`src/rtl/atb_pkg.sv`:
```
package atb_pkg;
  localparam int CTRL_W  = 4;
  localparam int NUM_PAT = 10;
  localparam int NUM_SW  = 10;
  localparam int PAT_W   = $clog2(NUM_PAT);

  typedef enum logic [3:0] {
    INS_BYPASS  = 4'd0,
    INS_SAMPLE  = 4'd1,
    INS_IDCODE  = 4'd2,
    INS_USRCODE = 4'd3,
    INS_HIGHZ   = 4'd4,
    INS_EXTEST  = 4'd5,
    INS_CLAMP   = 4'd6,
    INS_RUNBIST = 4'd7,
    INS_PROBE   = 4'd8,
    INS_INTEST  = 4'd9
  } instr_e;

  typedef logic [PAT_W-1:0]  pat_t;
  typedef logic [NUM_SW-1:0] swrow_t;

  // Pattern choice from instruction and control value.
  function automatic pat_t pick_pattern(logic [3:0] ins, logic [CTRL_W-1:0] c);
    pat_t p;
    p = '0;
    case (ins)
      INS_EXTEST, INS_CLAMP, INS_RUNBIST: begin
        if (c < CTRL_W'(8))       p = pat_t'(c);
        else if (c == CTRL_W'(9))  p = pat_t'(8);
        else if (c == CTRL_W'(10)) p = pat_t'(9);
        else                       p = '0;
      end
      INS_PROBE, INS_INTEST: begin
        if (c < CTRL_W'(4)) p = pat_t'(c);
        else                p = '0;
      end
      default: p = '0;
    endcase
    return p;
  endfunction

  // Switch row per pattern: bit n-1 drives switch Sn.
  function automatic swrow_t pattern_switches(pat_t p);
    swrow_t r;
    case (p)
      pat_t'(0): r = 10'b0011000000;
      pat_t'(1): r = 10'b0001000010;
      pat_t'(2): r = 10'b0010000001;
      pat_t'(3): r = 10'b0000000011;
      pat_t'(4): r = 10'b0011101000;
      pat_t'(5): r = 10'b0011011000;
      pat_t'(6): r = 10'b0011100100;
      pat_t'(7): r = 10'b0011010100;
      pat_t'(8): r = 10'b0110000001;
      pat_t'(9): r = 10'b1001000010;
      default:   r = '0;
    endcase
    return r;
  endfunction
endpackage

```
`src/rtl/atb_scan_cell.sv`:
```
module atb_scan_cell (
  input  logic clk,
  input  logic rst_n,
  input  logic cap_en,
  input  logic cap_d,
  input  logic sh_en,
  input  logic sh_d,
  input  logic up_en,
  output logic sh_q,
  output logic up_q
);
  always_ff @(posedge clk or negedge rst_n) begin
    if (!rst_n)      sh_q <= 1'b0;
    else if (cap_en) sh_q <= cap_d;
    else if (sh_en)  sh_q <= sh_d;
  end

  always_ff @(posedge clk or negedge rst_n) begin
    if (!rst_n)     up_q <= 1'b0;
    else if (up_en) up_q <= sh_q;
  end
endmodule

```
`src/rtl/atb_ctrl_reg.sv`:
```
module atb_ctrl_reg #(
  parameter int CW = atb_pkg::CTRL_W
) (
  input  logic          clk,
  input  logic          rst_n,
  input  logic          sel,
  input  logic          cap,
  input  logic          sh,
  input  logic          up,
  input  logic          tdi,
  input  logic          bus1,
  input  logic          bus2,
  output logic [CW-1:0] sh_q,
  output logic [CW-1:0] up_q,
  output logic          tdo,
  output logic          upd_evt
);
  logic cap_evt, sh_evt;
  logic [CW-1:0] cap_d, sh_d;

  assign cap_evt = sel & cap;
  assign sh_evt  = sel & sh & ~cap;
  assign upd_evt = sel & up;
  assign tdo     = sh_q[0];

  for (genvar i = 0; i < CW; i++) begin : g_cell
    if (i == 0) begin : g_b0
      assign cap_d[i] = bus1;
    end else if (i == 1) begin : g_b1
      assign cap_d[i] = bus2;
    end else begin : g_hi
      assign cap_d[i] = up_q[i];
    end
    if (i == CW - 1) begin : g_top
      assign sh_d[i] = tdi;
    end else begin : g_mid
      assign sh_d[i] = sh_q[i+1];
    end
    atb_scan_cell u_cell (
      .clk(clk), .rst_n(rst_n),
      .cap_en(cap_evt), .cap_d(cap_d[i]),
      .sh_en(sh_evt), .sh_d(sh_d[i]),
      .up_en(upd_evt),
      .sh_q(sh_q[i]), .up_q(up_q[i])
    );
  end


  capture_bits_chk: assert property (@(posedge clk) disable iff (!rst_n)
    cap_evt |=> sh_q[1:0] == $past({bus2, bus1}));

  shift_in_chk: assert property (@(posedge clk) disable iff (!rst_n)
    sh_evt |=> sh_q[CW-1] == $past(tdi) && sh_q[CW-2:0] == $past(sh_q[CW-1:1]));

  update_copy_chk: assert property (@(posedge clk) disable iff (!rst_n)
    upd_evt |=> up_q == $past(sh_q));

  unselected_hold_chk: assert property (@(posedge clk) disable iff (!rst_n)
    !sel |=> $stable(sh_q) && $stable(up_q));
endmodule

```
`src/rtl/atb_pattern_sel.sv`:
```
module atb_pattern_sel
  import atb_pkg::*;
#(
  parameter int CW = CTRL_W
) (
  input  logic          clk,
  input  logic          rst_n,
  input  logic [3:0]    instr_code,
  input  logic          ir_update,
  input  logic          dr_upd_evt,
  input  logic [CW-1:0] sh_q,
  input  logic [CW-1:0] up_q,
  output pat_t          pat_q
);
  logic [3:0]    ins_q, ins_nx;
  logic [CW-1:0] ctrl_nx;
  logic          tick, hold_p0;

  assign ins_nx  = ir_update ? instr_code : ins_q;
  assign ctrl_nx = dr_upd_evt ? sh_q : up_q;
  assign tick    = ir_update | dr_upd_evt;
  assign hold_p0 = (ins_nx <= INS_HIGHZ) || (ins_nx > INS_INTEST);

  always_ff @(posedge clk or negedge rst_n) begin
    if (!rst_n)         ins_q <= INS_BYPASS;
    else if (ir_update) ins_q <= instr_code;
  end

  always_ff @(posedge clk or negedge rst_n) begin
    if (!rst_n)    pat_q <= '0;
    else if (tick) pat_q <= pick_pattern(ins_nx, ctrl_nx);
  end


  pattern_stable_chk: assert property (@(posedge clk) disable iff (!rst_n)
    !tick |=> $stable(pat_q));

  hold_group_chk: assert property (@(posedge clk) disable iff (!rst_n)
    tick && hold_p0 |=> pat_q == '0);

  pattern_range_chk: assert property (@(posedge clk) disable iff (!rst_n)
    pat_q < pat_t'(NUM_PAT));
endmodule

```
`src/rtl/atb_switch_map.sv`:
```
module atb_switch_map
  import atb_pkg::*;
(
  input  logic   clk,
  input  logic   rst_n,
  input  pat_t   pat_q,
  output swrow_t sw
);
  logic [NUM_PAT-1:0] pat_oh;

  for (genvar p = 0; p < NUM_PAT; p++) begin : g_dec
    assign pat_oh[p] = (pat_q == pat_t'(p));
  end

  always_comb begin
    sw = '0;
    for (int p = 0; p < NUM_PAT; p++)
      sw |= {NUM_SW{pat_oh[p]}} & pattern_switches(pat_t'(p));
  end


  one_pattern_chk: assert property (@(posedge clk) disable iff (!rst_n)
    $countones(pat_oh) == 1);

  pin1_drive_conflict_chk: assert property (@(posedge clk) disable iff (!rst_n)
    !(sw[2] && sw[3]));

  pin2_drive_conflict_chk: assert property (@(posedge clk) disable iff (!rst_n)
    !(sw[4] && sw[5]));

  bus_clamp_conflict_chk: assert property (@(posedge clk) disable iff (!rst_n)
    !(sw[0] && sw[6]) && !(sw[1] && sw[7]));
endmodule

```
`src/rtl/atb_iface_ctrl.sv`:
```
module atb_iface_ctrl
  import atb_pkg::*;
(
  input  logic              tck,
  input  logic              trst_n,
  input  logic [3:0]        instr_code,
  input  logic              ir_update,
  input  logic              dr_sel,
  input  logic              capture_dr,
  input  logic              shift_dr,
  input  logic              update_dr,
  input  logic              tdi,
  input  logic              bus1_above,
  input  logic              bus2_above,
  output logic              tdo,
  output logic [NUM_SW-1:0] sw_en,
  output logic [PAT_W-1:0]  pat_id
);
  logic [CTRL_W-1:0] sh_q, up_q;
  logic              upd_evt;
  pat_t              pat_q;

  atb_ctrl_reg #(.CW(CTRL_W)) u_reg (
    .clk(tck), .rst_n(trst_n), .sel(dr_sel),
    .cap(capture_dr), .sh(shift_dr), .up(update_dr),
    .tdi(tdi), .bus1(bus1_above), .bus2(bus2_above),
    .sh_q(sh_q), .up_q(up_q), .tdo(tdo), .upd_evt(upd_evt)
  );

  atb_pattern_sel #(.CW(CTRL_W)) u_sel (
    .clk(tck), .rst_n(trst_n), .instr_code(instr_code),
    .ir_update(ir_update), .dr_upd_evt(upd_evt),
    .sh_q(sh_q), .up_q(up_q), .pat_q(pat_q)
  );

  atb_switch_map u_map (
    .clk(tck), .rst_n(trst_n), .pat_q(pat_q), .sw(sw_en)
  );

  assign pat_id = pat_q;


  reset_p0_chk: assert property (@(posedge tck) !trst_n |-> pat_id == '0);
endmodule

```
`config.mk`:
```
export PLATFORM = sky130hd
export DESIGN_NAME = atb_iface_ctrl
export DESIGN_NICKNAME = d
export VERILOG_FILES = /design/src/rtl/atb_pkg.sv /design/src/rtl/atb_scan_cell.sv /design/src/rtl/atb_ctrl_reg.sv /design/src/rtl/atb_pattern_sel.sv /design/src/rtl/atb_switch_map.sv /design/src/rtl/atb_iface_ctrl.sv
export SDC_FILE = /design/constraint.sdc
export NUM_CORES = 1
export LEC_CHECK = 0
export BUFFER_PORTS_ARGS = -buffer_cell sky130_fd_sc_hd__buf_4
export CORE_MARGIN = 3
export CORE_UTILIZATION = 50
export DETAILED_ROUTE_END_ITERATION = 12
export PLACE_DENSITY_LB_ADDON = 0.08
export SLEW_MARGIN = 20
export SYNTH_ARGS = -nofsm -noshare
export SYNTH_HDL_FRONTEND = slang
export SYNTH_SLANG_ARGS = --single-unit
```
`constraint.sdc`:
```
create_clock -name tck -period 1.5 [get_ports tck]
set_input_delay 0.15 -clock tck [delete_from_list [all_inputs] [get_ports tck]]
set_output_delay 0.15 -clock tck [all_outputs]
set_load 0.02 [all_outputs]
```
==> flow_summary.json, run 1 <==
{
  "cts_tree": "built",
  "wl_um": 2150,
  "num_rows": 15,
  "cts_inserted_buffers": 3,
  "async_flop_share_pct": 100,
  "wl_per_cell_um": 14.2,
  "grt_max_degree": 17,
  "vias": 842,
  "drc": 0,
  "nets": 141,
  "num_antenna_cells": 0,
  "synth-edff-count": 0,
  "synthFlopType": "dfrtp_1",
  "timing.final.crit_share_pct": 94.8,
  "finalSetupViolations": 0,
  "p_per_area_mw_per_mm2": 970,
  "relSlewSlack_pct": 69.3,
  "yosys.area_share.xor_xnor_pct": 1.79,
  "critical_path_class": "reg -> out",
  "core_area_mm2": 0.00178,
  "finClkSkew_ns": 0.00127,
  "clock_path_buffers": 2,
  "netlist_instances": 94,
  "overflow": 0,
  "placed_area_mm2": 0.00122,
  "ff_latch_area_um2": 404,
  "dr.pass1.iters": 5,
  "dpl.hpwl_um": 1660,
  "synth_compound_area_share_pct": 22.6,
  "io_pins": 29,
  "die-height_um": 50.2,
  "worst_slew_pin_slew_ns": 0.455,
  "maxCapViolations": 0,
  "multiInputGateArea_um2": 548,
  "synth_cell_types": 39,
  "yosys_warnings": 0,
  "ir_worst_vdd_uv": 679,
  "clock_latency_ns": 0.28,
  "end_kind": "output pin",
  "h-tree-depth": 1,
  "synth-adder-area-share_pct": 0,
  "hold_class": "in -> reg",
  "pre_cts_slack_ns": 0.234,
  "required_ns": 1.35,
  "cts_sinks": 16,
  "hold_violations": 0,
  "first_iter_violations": 14,
  "numPortBuffers": 28,
  "cp_data_arrival_time_ns": 1.27,
  "die_w_um": 50.2,
  "grt_use_total_pct": 18.8,
  "ant_nets": 0,
  "power_mw": 1.24,
  "layout_common_cells": "buf_4, dfrtp_1, nand2_1, a22o_1, nor2_1",
  "grt_pass1_vias": 775,
  "ys_seq_area_share_pct": 41.0,
  "syn_area_um2": 976,
  "leakagePower_nw": 0.611,
  "worst_slack_ns": 0.0782,
  "fin_crit_ns": 1.42,
  "synth.area.mux_share_pct": 7.05,
  "mostFrequentLayoutCell": "buf_4",
  "yosys.area_share.simple_pct": 24.1,
  "vias_per_cell": 5.58,
  "final_core_util_pct": 71.4,
  "drv_slew": 0,
  "final_cell_area_mm2": 0.00127,
  "yosys_register_bits": 16,
  "fp.dieArea_mm2": 0.00252,
  "num-fill-cells": 141,
  "crit_path_start_kind": "flip-flop",
  "area_delta_synth_final_pct": 30.5,
  "fmax_mhz": 703,
  "status": "completed",
  "grt_pass1_wl_um": 3580,
  "synth_area_per_cell_um2": 10.4,
  "drive_gt1_share_pct": 41.3,
  "antenna_found_initial": 0,
  "cts_root_buf": "clkbuf_4",
  "globalplace.congestion": 0.814,
  "path_max_fanout": 11,
  "clk_pin_slew_ns": 0.09,
  "synth_fp_nets": 108,
  "start_util_pct": 54.7,
  "synth_top_family_by_area": "simple AND/OR/NAND/NOR gates"
}
[flip-flops by register name, indices dropped and copies added, names as in the netlist]
signal / count
u_reg.g_cell.u_cell.sh_q: 4
u_reg.g_cell.u_cell.up_q: 4
u_sel.ins_q: 4
u_sel.pat_q: 4
[through the flow]
| stage | setup TNS, ns | hold slack (ns) | std cells |
|---|---|---|---|
| 2_1_floorplan | 0 | -0.146 | 94 |
| 3_3_place_gp | 0 | 0.0208 | 145 |
| 3_5_place_dp | 0 | 0.0209 | 145 |
| 4_1_cts | 0 | 0.0974 | 151 |
| 5_1_grt | -0.000146 | 0.0941 | 151 |
| 6_report | 0 | 0.104 | 151 |
[worst paths after layout]
| path | startpoint | end | slack [ns] | cells after the start |
|---|---|---|---|---|
| worst max-delay path | u_sel.pat_q[1] | sw_en[0] | 0.08 | 4 |
| worst min-delay path | instr_code[0] | u_sel.ins_q[0] | 0.10 | 2 |
| worst max register to register | u_sel.ins_q[2] | u_sel.pat_q[0] | 0.23 | 4 |
| worst min register to register | u_sel.ins_q[0] | u_sel.ins_q[0] | 0.51 | 1 |
| max in group asynchronous | trst_n | u_sel.pat_q[2] | 1.04 | 2 |
| min in group asynchronous | trst_n | u_sel.pat_q[1] | 0.27 | 2 |
[where the power goes]
group	total (mW)	internal, mW	switching, mW	leakage (nW)
combinational	0.370	0.200	0.169	0.389
clock	0.279	0.148	0.131	0.0210
sequential	0.587	0.495	0.0924	0.201
total	1.24	0.843	0.393	0.611
[timing repair]
| item | CTS | global route |
|---|---|---|
| setup endpoints to repair | 1 | 3 |
| endpoints found under the hold margin | 16 | 0 |
| cloned | 0 | 0 |
| setup buffers | 1 | 0 |
| hold buffers | 1 | 0 |
| resized for setup | 0 | 3 |
[critical path, cell delays in order (launching register included)]
cell	delay, ns
dfrtp_2	0.49
nor3_1	0.19
a21oi_1	0.06
nor2_1	0.11
buf_4	0.15
[synth_stat cells, drive strengths merged (2+ instances only)]
cell type | n | area, um2
nand2b | 2 | 20.0
mux2i | 2 | 20.0
o211ai | 2 | 15.0
dfrtp | 16 | 400
nor2 | 5 | 18.8
nor3 | 4 | 42.5
nor4bb | 3 | 30.0
nand2 | 10 | 45.0
mux2 | 4 | 48.8
o31ai | 2 | 20.0
a22o | 8 | 70.1
and3 | 3 | 20.0
o21ai | 3 | 15.0
buf | 2 | 15.0
a21oi | 4 | 20.0
o22ai | 2 | 12.5
nor2b | 4 | 25.0
clkbuf | 2 | 7.51
inv | 3 | 11.3
[cells by family after synthesis]
| group | after synthesis |
|---|---|
| multiplexers | 6 |
| AND/OR/NAND/NOR | 35 |
| XOR/XNOR | 2 |
| buffers and inverters | 7 |
| flip-flops | 16 |
| AO/OA/AOI/OAI | 28 |
[area by class of cell]
class | instances | area share [%]
multi-input cells | 71 | 43.0
flip-flops and latches | 16 | 31.7
repair buffers | 32 | 19.1
clock buffers | 4 | 2.85
well taps | 25 | 2.46
inverters | 3 | 0.884
[per-layer routing]
| metal | global-route usage [%] | part of all wire [%] |
|---|---|---|
| met1 | 24.0 | 43 |
| met2 | 31.3 | 51 |
| met3 | 3.86 | 5.6 |
| met4 | 6.45 | 0 |
| met5 | 0 | 0 |
Power figures use the tool's default switching activity.
==> inputs of run 2 (changes only) <==
==> constraint.sdc (replaced) <==
create_clock -name tck -period 1.7 [get_ports tck]
set_input_delay 0.17 -clock tck [delete_from_list [all_inputs] [get_ports tck]]
set_output_delay 0.17 -clock tck [all_outputs]
set_load 0.02 [all_outputs]
==> run 2 against run 1 <==
Against the previous run:
- cell count decreased by 2.6%
- non-clock buffer count down 3
- worst setup slack gained 0.11 ns
- total power fell by 18%
- largest cell class unchanged
- largest power group unchanged
- utilization fell by 2.6 points
==> flow_summary.json, run 2 (same netlist as run 1, synthesis figures left out) <==
{
  "status": "completed",
  "cts_root_buf": "clkbuf_4",
  "num-fill-cells": 132,
  "fp.dieArea_mm2": 0.00252,
  "layout_common_cells": "buf_4, dfrtp_1, nand2_1, a22o_1, nor2_1",
  "clk_pin_slew_ns": 0.08,
  "wl_per_cell_um": 13.5,
  "postCtsSetupBuffers": 0,
  "cp_data_arrival_time_ns": 1.34,
  "wl_met3_um": 94,
  "crit_path_start_kind": "flip-flop",
  "clock_path_buffers": 2,
  "vias_per_cell": 5.62,
  "required_ns": 1.53,
  "end_kind": "output pin",
  "grt_max_degree": 17,
  "mostFrequentLayoutCell": "buf_4",
  "finClkSkew_ns": 0.00536,
  "drv_slew": 0,
  "drc": 0,
  "first_iter_violations": 8,
  "final_cell_area_mm2": 0.00123,
  "numPortBuffers": 28,
  "maxCapViolations": 0,
  "cts_tree": "built",
  "grt_pass1_wl_um": 3440,
  "grt_pass1_vias": 746,
  "die-height_um": 50.2,
  "overflow": 0,
  "cts_inserted_buffers": 3,
  "p_per_area_mw_per_mm2": 823,
  "die_w_um": 50.2,
  "cts_sinks": 16,
  "clock_latency_ns": 0.28,
  "wl_um": 1990,
  "nets": 138,
  "rsz0062_at_grt": "false",
  "dr.max_layer_used": "met4",
  "ant_nets": 0,
  "area_delta_synth_final_pct": 25.8,
  "vias": 826,
  "num_rows": 15,
  "reg2reg_slack_ns": 0.46,
  "critical_path.endpoint": "sw_en[8]",
  "path_max_fanout": 11,
  "dpl.hpwl_um": 1530,
  "antenna_found_initial": 0,
  "grt_use_total_pct": 17.9,
  "fin_crit_ns": 1.51,
  "dr.pass1.iters": 4,
  "h-tree-depth": 1,
  "fmax_mhz": 660,
  "hp-start": "instr_code[0]",
  "startpoint": "u_sel.pat_q[1]",
  "hold_class": "in -> reg",
  "globalplace.congestion": 0.872,
  "relSlewSlack_pct": 63.3,
  "io_pins": 29,
  "routedLengthMet1_um": 860,
  "ir_worst_vdd_uv": 561,
  "critical_path_class": "reg -> out",
  "worst_slack_ns": 0.186,
  "start_util_pct": 54.7,
  "core_area_mm2": 0.00178,
  "tns_ns": 0,
  "wl_met2_um": 1000,
  "hold_violations": 0,
  "finalSetupViolations": 0,
  "num_antenna_cells": 0,
  "placed_area_mm2": 0.00119,
  "pre_cts_slack_ns": 0.449,
  "leakagePower_nw": 0.593,
  "r2r_start": "u_reg.g_cell[3].u_cell.sh_q",
  "drive_gt1_share_pct": 36.1,
  "ff2ff_path_depth": 4,
  "r2r_end": "u_sel.pat_q[0]",
  "worst_slew_pin_slew_ns": 0.550,
  "timing.final.crit_share_pct": 89.1,
  "power_mw": 1.01
}
-- run 2: cell types whose count changed in the layout (fill, tap and decap cells not counted), sizes merged --
cell	previous run	this run
buf	31	28
clkbuf	4	3
-- run 2: through the flow --
| step | instances | util, % | hold slack (ns) |
|---|---|---|---|
| after CTS | 147 | 68.8 | 0.120 |
| final | 147 | 68.8 | 0.125 |
| after floorplan | 94 | - | -0.126 |
| after detailed placement | 143 | 67.0 | 0.0379 |
| after global placement | 143 | 67.0 | 0.0396 |
| after global routing | 147 | 68.8 | 0.116 |
-- run 2: cell type report --
class | instances | area (um2) | share of cell area, %
Multi-Input combinational cell | 71 | 542 | 44.1
Sequential cell | 16 | 400 | 32.6
Timing Repair Buffer | 29 | 220 | 17.9
Tap cell | 25 | 31.3 | 2.55
Clock buffer | 3 | 22.5 | 1.83
Inverter | 3 | 11.3 | 0.917
-- run 2: timing repair --
item | 4_1_cts | 5_1_grt
hold buffers | 1 | 0
gates resized for setup | 0 | 0
hold endpoints to repair | 16 | 0
-- run 2: where the power goes --
| group | switching [mW] | total, mW | internal, mW |
|---|---|---|---|
| Sequential | 0.0787 | 0.514 | 0.435 |
| Clock | 0.105 | 0.188 | 0.0822 |
| Combinational | 0.143 | 0.308 | 0.165 |
| Total | 0.327 | 1.01 | 0.682 |
-- run 2: per-layer routing --
layer,GRT usage (%),vias up
met5,0,-
met4,5.53,0
met3,4.45,4
met2,29.3,23
met1,23.1,386
li1,-,413
-- run 2: critical path: stages, from the launching register on --
cell	delay, ns
dfrtp_1	0.49
nor4_1	0.37
buf_4	0.21
-- run 2: how the worst min path moves through the flow --
stage | to | cells after the start | slack [ns]
global route | u_sel.ins_q[0] | 2 | 0.12
detailed placement | u_sel.pat_q[1] | 1 | 0.04
CTS | u_sel.ins_q[0] | 2 | 0.12
finish | u_sel.ins_q[0] | 2 | 0.12
floorplan | u_reg.g_cell[0].u_cell.sh_q | 0 | -0.13
global placement | u_sel.pat_q[1] | 1 | 0.04
